<file path="config.mk">
export PLATFORM = sky130hd
export DESIGN_NAME = smb_cfg_slave
export DESIGN_NICKNAME = d
export VERILOG_FILES = /design/src/rtl/smb_cfg_pkg.sv /design/src/rtl/smb_line_sync.sv /design/src/rtl/smb_byte_engine.sv /design/src/rtl/smb_cfg_regs.sv /design/src/rtl/smb_cfg_slave.sv
export SDC_FILE = /design/constraint.sdc
export NUM_CORES = 1
export LEC_CHECK = 0
export BUFFER_PORTS_ARGS = -buffer_cell sky130_fd_sc_hd__buf_2
export CAP_MARGIN = 20
export CORE_MARGIN = 2
export CORE_UTILIZATION = 58
export DETAILED_ROUTE_END_ITERATION = 12
export PLACE_DENSITY = 0.79
export SKIP_LAST_GASP = 1
export SLEW_MARGIN = 0
export SYNTH_ARGS = -nofsm -noshare
export SYNTH_HDL_FRONTEND = slang
export SYNTH_SLANG_ARGS = --single-unit
export TNS_END_PERCENT = 100
</file>
<file path="constraint.sdc">
create_clock -name clk -period 2.6 [get_ports clk]
set_input_delay 0.52 -clock clk [delete_from_list [all_inputs] [get_ports clk]]
set_output_delay 0.52 -clock clk [all_outputs]
set_load 0.005 [all_outputs]
</file>
<file path="src/rtl/smb_cfg_pkg.sv">
package smb_cfg_pkg;

  localparam int CFG_REGS = 3;

  typedef enum logic [2:0] {
    ST_IDLE,
    ST_RX,
    ST_RX_ACK,
    ST_TX,
    ST_TX_ACK
  } eng_state_t;

  // Bits a host write may change, per register
  function automatic logic [7:0] cfg_wmask(input int idx);
    case (idx)
      0:       return 8'hE8;
      1:       return 8'h7F;
      default: return 8'hFF;
    endcase
  endfunction

  function automatic logic [7:0] cfg_rstval(input int idx);
    case (idx)
      0:       return 8'h08;
      1:       return 8'h07;
      default: return 8'h00;
    endcase
  endfunction

endpackage

</file>
<file path="src/rtl/smb_line_sync.sv">
module smb_line_sync #(
  parameter int STAGES = 2
) (
  input  logic clk,
  input  logic rst_n,
  input  logic scl_i,
  input  logic sda_i,
  output logic scl_s,
  output logic sda_s,
  output logic scl_rise,
  output logic scl_fall,
  output logic start_det,
  output logic stop_det
);

  logic [STAGES-1:0] scl_pipe, sda_pipe;
  logic              scl_q, sda_q;

  generate
    if (STAGES == 1) begin : g_one
      always_ff @(posedge clk or negedge rst_n) begin
        if (!rst_n) begin
          scl_pipe <= '1;
          sda_pipe <= '1;
        end else begin
          scl_pipe <= scl_i;
          sda_pipe <= sda_i;
        end
      end
    end else begin : g_chain
      always_ff @(posedge clk or negedge rst_n) begin
        if (!rst_n) begin
          scl_pipe <= '1;
          sda_pipe <= '1;
        end else begin
          scl_pipe <= {scl_pipe[STAGES-2:0], scl_i};
          sda_pipe <= {sda_pipe[STAGES-2:0], sda_i};
        end
      end
    end
  endgenerate

  assign scl_s = scl_pipe[STAGES-1];
  assign sda_s = sda_pipe[STAGES-1];

  always_ff @(posedge clk or negedge rst_n) begin
    if (!rst_n) begin
      scl_q <= 1'b1;
      sda_q <= 1'b1;
    end else begin
      scl_q <= scl_s;
      sda_q <= sda_s;
    end
  end

  assign scl_rise  = scl_s & ~scl_q;
  assign scl_fall  = ~scl_s & scl_q;
  assign start_det = scl_s & scl_q & sda_q & ~sda_s;
  assign stop_det  = scl_s & scl_q & ~sda_q & sda_s;

endmodule

</file>
<file path="src/rtl/smb_byte_engine.sv">
module smb_byte_engine
  import smb_cfg_pkg::*;
#(
  parameter logic [6:0] DEV_ADDR = 7'h69,
  parameter int         NREG     = CFG_REGS,
  localparam int        CW       = $clog2(NREG + 1)
) (
  input  logic          clk,
  input  logic          rst_n,
  input  logic          scl_s,
  input  logic          sda_s,
  input  logic          scl_rise,
  input  logic          scl_fall,
  input  logic          start_det,
  input  logic          stop_det,
  input  logic [7:0]    rd_byte,
  output logic [CW-1:0] rd_idx,
  output logic          wr_en,
  output logic [CW-1:0] wr_idx,
  output logic [7:0]    wr_data,
  output logic          sda_oe
);

  eng_state_t    state;
  logic [3:0]    bit_cnt;
  logic [7:0]    shreg;
  logic [6:0]    tx_sh;
  logic [1:0]    hdr_cnt;   // 0 address, 1 command, 2 count, 3 data
  logic [CW-1:0] data_cnt;
  logic          is_read;
  logic          m_ack;

  assign rd_idx = data_cnt;

  always_ff @(posedge clk or negedge rst_n) begin
    if (!rst_n) begin
      state    <= ST_IDLE;
      bit_cnt  <= '0;
      shreg    <= '0;
      tx_sh    <= '0;
      hdr_cnt  <= '0;
      data_cnt <= '0;
      is_read  <= 1'b0;
      m_ack    <= 1'b0;
      sda_oe   <= 1'b0;
      wr_en    <= 1'b0;
      wr_idx   <= '0;
      wr_data  <= '0;
    end else begin
      wr_en <= 1'b0;
      if (stop_det) begin
        state  <= ST_IDLE;
        sda_oe <= 1'b0;
      end else if (start_det) begin
        state    <= ST_RX;
        bit_cnt  <= '0;
        hdr_cnt  <= '0;
        data_cnt <= '0;
        is_read  <= 1'b0;
        sda_oe   <= 1'b0;
      end else begin
        case (state)
          ST_RX: begin
            if (scl_rise) begin
              shreg   <= {shreg[6:0], sda_s};
              bit_cnt <= bit_cnt + 4'd1;
            end else if (scl_fall && bit_cnt == 4'd8) begin
              bit_cnt <= '0;
              if (hdr_cnt == 2'd0 && shreg[7:1] != DEV_ADDR) begin
                state <= ST_IDLE;
              end else begin
                state  <= ST_RX_ACK;
                sda_oe <= 1'b1;
                if (hdr_cnt == 2'd0) is_read <= shreg[0];
                if (hdr_cnt != 2'd3) begin
                  hdr_cnt <= hdr_cnt + 2'd1;
                end else if (data_cnt != CW'(NREG)) begin
                  wr_en    <= 1'b1;
                  wr_idx   <= data_cnt;
                  wr_data  <= shreg;
                  data_cnt <= data_cnt + 1'b1;
                end
              end
            end
          end
          ST_RX_ACK: begin
            if (scl_fall) begin
              if (is_read) begin
                state  <= ST_TX;
                tx_sh  <= rd_byte[6:0];
                sda_oe <= ~rd_byte[7];
                if (data_cnt != CW'(NREG)) data_cnt <= data_cnt + 1'b1;
              end else begin
                state  <= ST_RX;
                sda_oe <= 1'b0;
              end
            end
          end
          ST_TX: begin
            if (scl_fall) begin
              if (bit_cnt == 4'd7) begin
                state   <= ST_TX_ACK;
                sda_oe  <= 1'b0;
                bit_cnt <= '0;
              end else begin
                tx_sh   <= {tx_sh[5:0], 1'b0};
                sda_oe  <= ~tx_sh[6];
                bit_cnt <= bit_cnt + 4'd1;
              end
            end
          end
          ST_TX_ACK: begin
            if (scl_rise) begin
              m_ack <= ~sda_s;
            end else if (scl_fall) begin
              if (m_ack) begin
                state  <= ST_TX;
                tx_sh  <= rd_byte[6:0];
                sda_oe <= ~rd_byte[7];
                if (data_cnt != CW'(NREG)) data_cnt <= data_cnt + 1'b1;
              end else begin
                state <= ST_IDLE;
              end
            end
          end
          default: ;
        endcase
      end
    end
  end

  AST_STOP_TO_IDLE: assert property (@(posedge clk) disable iff (!rst_n)
    stop_det |=> state == ST_IDLE);
  AST_START_TO_ADDR: assert property (@(posedge clk) disable iff (!rst_n)
    start_det |=> (state == ST_RX && bit_cnt == 4'd0 && hdr_cnt == 2'd0));
  AST_OE_MOVES_SCL_LOW: assert property (@(posedge clk) disable iff (!rst_n)
    !$stable(sda_oe) |-> !scl_s);
  AST_NO_WRITE_ON_READ: assert property (@(posedge clk) disable iff (!rst_n)
    wr_en |-> !is_read);

endmodule

</file>
<file path="src/rtl/smb_cfg_regs.sv">
module smb_cfg_regs
  import smb_cfg_pkg::*;
#(
  parameter int  NREG = CFG_REGS,
  localparam int CW   = $clog2(NREG + 1)
) (
  input  logic          clk,
  input  logic          rst_n,
  input  logic          wr_en,
  input  logic [CW-1:0] wr_idx,
  input  logic [7:0]    wr_data,
  input  logic [CW-1:0] rd_idx,
  output logic [7:0]    rd_byte,
  input  logic          pin_cpu_stop_n,
  input  logic          pin_pci_stop_n,
  input  logic [2:0]    pin_fsel,
  input  logic          pin_mult,
  output logic [7:0]    cfg_q [NREG],
  output logic          pci_stop_eff_n
);

  logic [7:0] q    [NREG];
  logic [7:0] view [NREG];

  for (genvar i = 0; i < NREG; i++) begin : g_reg
    always_ff @(posedge clk or negedge rst_n) begin
      if (!rst_n)                               q[i] <= cfg_rstval(i);
      else if (wr_en && wr_idx == CW'(i))       q[i] <= wr_data & cfg_wmask(i);
    end
    assign cfg_q[i] = q[i];

    AST_HOLD_WITHOUT_WRITE: assert property (@(posedge clk) disable iff (!rst_n)
      !(wr_en && wr_idx == CW'(i)) |=> $stable(q[i]));
  end

  always_comb begin
    for (int k = 0; k < NREG; k++) view[k] = q[k];
    view[0] = {q[0][7:5], pin_cpu_stop_n, q[0][3] & pin_pci_stop_n, pin_fsel};
    view[1] = {pin_mult, q[1][6:0]};
  end

  assign rd_byte        = (rd_idx < CW'(NREG)) ? view[rd_idx] : 8'h00;
  assign pci_stop_eff_n = q[0][3] & pin_pci_stop_n;

  AST_WRITE_IN_RANGE: assert property (@(posedge clk) disable iff (!rst_n)
    wr_en |-> wr_idx < CW'(NREG));

endmodule

</file>
<file path="src/rtl/smb_cfg_slave.sv">
module smb_cfg_slave
  import smb_cfg_pkg::*;
#(
  parameter int         SYNC_STAGES = 2,
  parameter logic [6:0] DEV_ADDR    = 7'h69
) (
  input  logic       clk,
  input  logic       rst_n,
  input  logic       scl_i,
  input  logic       sda_i,
  output logic       sda_oe,
  input  logic       pin_cpu_stop_n,
  input  logic       pin_pci_stop_n,
  input  logic [2:0] pin_fsel,
  input  logic       pin_mult,
  output logic [7:0] cfg0_o,
  output logic [7:0] cfg1_o,
  output logic [7:0] cfg2_o,
  output logic       pci_stop_eff_n
);

  localparam int NREG = CFG_REGS;
  localparam int CW   = $clog2(NREG + 1);

  logic          scl_s, sda_s, scl_rise, scl_fall, start_det, stop_det;
  logic [7:0]    rd_byte, wr_data;
  logic [CW-1:0] rd_idx, wr_idx;
  logic          wr_en;
  logic [7:0]    cfg_q [NREG];

  smb_line_sync #(.STAGES(SYNC_STAGES)) u_sync (
    .clk(clk), .rst_n(rst_n), .scl_i(scl_i), .sda_i(sda_i),
    .scl_s(scl_s), .sda_s(sda_s), .scl_rise(scl_rise), .scl_fall(scl_fall),
    .start_det(start_det), .stop_det(stop_det)
  );

  smb_byte_engine #(.DEV_ADDR(DEV_ADDR), .NREG(NREG)) u_eng (
    .clk(clk), .rst_n(rst_n), .scl_s(scl_s), .sda_s(sda_s),
    .scl_rise(scl_rise), .scl_fall(scl_fall),
    .start_det(start_det), .stop_det(stop_det),
    .rd_byte(rd_byte), .rd_idx(rd_idx),
    .wr_en(wr_en), .wr_idx(wr_idx), .wr_data(wr_data), .sda_oe(sda_oe)
  );

  smb_cfg_regs #(.NREG(NREG)) u_regs (
    .clk(clk), .rst_n(rst_n), .wr_en(wr_en), .wr_idx(wr_idx), .wr_data(wr_data),
    .rd_idx(rd_idx), .rd_byte(rd_byte),
    .pin_cpu_stop_n(pin_cpu_stop_n), .pin_pci_stop_n(pin_pci_stop_n),
    .pin_fsel(pin_fsel), .pin_mult(pin_mult),
    .cfg_q(cfg_q), .pci_stop_eff_n(pci_stop_eff_n)
  );

  assign cfg0_o = cfg_q[0];
  assign cfg1_o = cfg_q[1];
  assign cfg2_o = cfg_q[2];

  AST_PCI_EFFECTIVE: assert property (@(posedge clk) disable iff (!rst_n)
    !pin_pci_stop_n |-> !pci_stop_eff_n);
  AST_IDLE_BUS_RELEASED: assert property (@(posedge clk) disable iff (!rst_n)
    (scl_s && $past(scl_s) && stop_det) |=> !sda_oe);

endmodule

</file>
==> flow_summary.toml <==
[finish]
fillers = 450
areaGrowthSynthToFinish_pct = 11.0
final_nets = 339
antennaDiodeCount = 0
layout_common_cells = "dfrtp_1 (55), mux2_2 (39), buf_2 (30), nand2_1 (21), nor2_1 (19)"
drive_gt1_share_pct = 32.8
mostFrequentLayoutCell = "dfrtp_1"

[timing]
hold_viol_final = 0
slew_headroom_pct = 47.5
setup_tns_ps = 0
hold_ws_ps = 275
clock.fmax_mhz = 454
finalMaxSlewViolations = 0
period_minus_slack_ps = 2200
tightest_slew_ps = 787
rsz0062_at_grt = "false"
finalSetupViolations = 0
period_share_pct = 84.8
skew_ps = 8.61

[floorplanning]
die_h_microns = 79.1
row_count = 27
core_region_area_sq_mm = 0.00547
die_x_microns = 79.1
initial_core_util_pct = 59.8
dieArea_sq_mm = 0.00626
io_pins = 36

[power_and_ir_drop]
p_seq_share_pct = 53.8
switching_share_pct = 23.0
p_leak_nw = 1.73
p_int_mw = 1.52
combPwrFrac_pct = 5.0
ir_worst_vdd_mv = 0.439
clkPwrFrac_pct = 41.2
power_density_mw_per_mm2 = 543
p_switching_uw = 454

[routing]
drcViolationCount = 0
initialDrtViolationCount = 189
vias_per_cell = 5.73
wl_per_cell_microns = 16.2
vias = 2296
drtPass1Iterations = 5
postRouteAntennaNets = 0
wirelength_mm = 6.48

[setup_path]
cp-start-kind = "register"
worstSetupPathType = "reg -> reg"
required_ps = 2820
crit_buf_inv = 0
cp.arrival_ps = 2430
crit_path_end_kind = "register"
cp_max_fo = 11
path_cells = "nand2b_1 -> nor3b_1 -> and3_1 -> mux2_2"
crit_path_top_delay_cell = "dfstp_2"
critPathMaxStageDelay_ps = 620
path_delay_family = "simple AND/OR/NAND/NOR gates"

[global_routing]
grt_pass1_wl_mm = 10.8
grt_max_degree = 66
gr-total-overflow = 0
grt_usage_pct = 22.7
grt_pass1_vias = 2234
antenna_found_initial = 0

[logic_synthesis]
yosys_most_used_dff = "dfrtp_1"
avgSynthCellArea_sq_um = 11.2
ys_types = 53
synth_warnings = 0
ys_ff_latch = 65
syn-instance-count = 292
syn_area_sq_mm = 0.00327
synthTopCellsByArea = "dfrtp_1 (42%), mux2_2 (13%), dfstp_2 (8.0%), mux2i_1 (3.7%), o21ai_0 (2.6%)"
synth.top_cell.area_share_pct = 42.0
synth_enable_flop_cells = 0
yosys.area.top_type = "dfrtp_1"
yosysSeqAreaShare_pct = 50.1
async_flop_share_pct = 100

[placed_design]
dp_hpwl_mm = 4.63
gp_congestion = 0.887
port_buffers = 30

[clock_tree]
clk_pin_slew_worst_paths_ps = 60
holdBufCountCts = 0
cts_buffer_depth = 2
post_cts_buffers = 0
clock-sinks = 65
clock_latency_ps = 340
cts_tree = "built"
cts_made_buffers = 9
cts_root_buf = "clkbuf_8"
h-tree-depth = 3
post_cts_resized = 0

[outcome]
status = "finished, final reports clean"

[min_path]
min_path_type = "in -> reg"

[run]
max-cap-violations = 0
cell type report:
type	count	area, sq um	area share (%)
Sequential cell	65	1640	45.1
Multi-Input combinational cell	201	1490	40.9
Inverter	12	45.0	1.24
Tap cell	72	90.1	2.48
Clock inverter	5	56.3	1.55
Timing Repair Buffer	35	188	5.16
Clock buffer	11	131	3.61
path summary, 6_finish.rpt:
kind | slack, ps | cells past startpoint | endpoint | startpoint
min in group asynchronous | 330 | 2 | u_regs.cfg_q[0]$_DFFE_PN0P_ | rst_n
max in group asynchronous | 1730 | 2 | u_eng.wr_data[4]$_DFFE_PN0P_ | rst_n
setup reg to reg | 400 | 4 | u_eng.wr_data[7]$_DFFE_PN0P_ | u_sync.scl_q$_DFF_PN1_
hold reg to reg | 360 | 0 | u_sync.scl_pipe[1]$_DFF_PN1_ | u_sync.scl_pipe[0]$_DFF_PN1_
hold / removal | 280 | 1 | u_sync.scl_pipe[0]$_DFF_PN1_ | scl_i
setup / recovery | 400 | 4 | u_eng.wr_data[7]$_DFFE_PN0P_ | u_sync.scl_q$_DFF_PN1_
power groups by stage:
stage	combinational, mW	clock (mW)	sequential, mW
6_report	0.0977	0.813	1.06
4_1_cts	0.0995	0.837	1.06
3_3_place_gp	0.0973	0	1.08
3_5_place_dp	0.0992	0	1.08
5_1_grt	0.114	0.872	1.07
2_1_floorplan	0.0722	0	1.07
per-layer routing:
metal  track usage (%)  part of all wire (%)
met5                 0                     0
met4              10.3                   1.7
met3              4.20                   3.9
met2              35.6                    48
met1              30.8                    46
flip-flops by register name, summed over array words and instances (netlist names), 2 cells and up:
| name | flops |
|---|---|
| u_eng.shreg | 8 |
| u_sync.sda_pipe | 2 |
| u_eng.rd_idx | 2 |
| u_eng.bit_cnt | 4 |
| u_regs.cfg_q | 19 |
| u_eng.hdr_cnt | 2 |
| u_sync.scl_pipe | 2 |
| u_eng.state | 3 |
| u_eng.wr_idx | 2 |
| u_eng.wr_data | 8 |
| u_eng.tx_sh | 7 |
through the flow:
step	util (%)	area, sq um	std cells	setup slack (ps)	power, mW
detailed placement	63.0	3450	385	415	1.18
floorplan	-	3290	296	655	1.14
global placement	63.0	3450	385	499	1.18
CTS	66.4	3630	401	401	2.00
finish	66.4	3630	401	395	1.97
global route	66.4	3630	401	249	2.05
logic make-up (layout without fill, tap and decap cells):
kind of cell,Yosys count,in the layout,share of synthesized area (%)
simple gates,82,82,14.3
mux,51,51,17.1
buf+inv,30,63,5.04
other cells,1,5,0.115
flops,65,65,50.1
compound gates,56,56,11.0
fa+ha+maj,5,5,1.91
xor+xnor,2,2,0.535
Yosys cell counts (4+ instances only):
cell type,n
a31oi_1,4
nand3_1,6
ha_1,5
inv_1,12
nor2_1,19
buf_4,6
mux2_2,39
mux2i_1,12
nand3b_1,4
dfstp_2,10
a22oi_1,5
buf_2,6
o21ai_0,17
dfrtp_1,55
a21oi_1,11
nand2_1,21
nand2b_1,5
(Power assumes the default switching activity.)
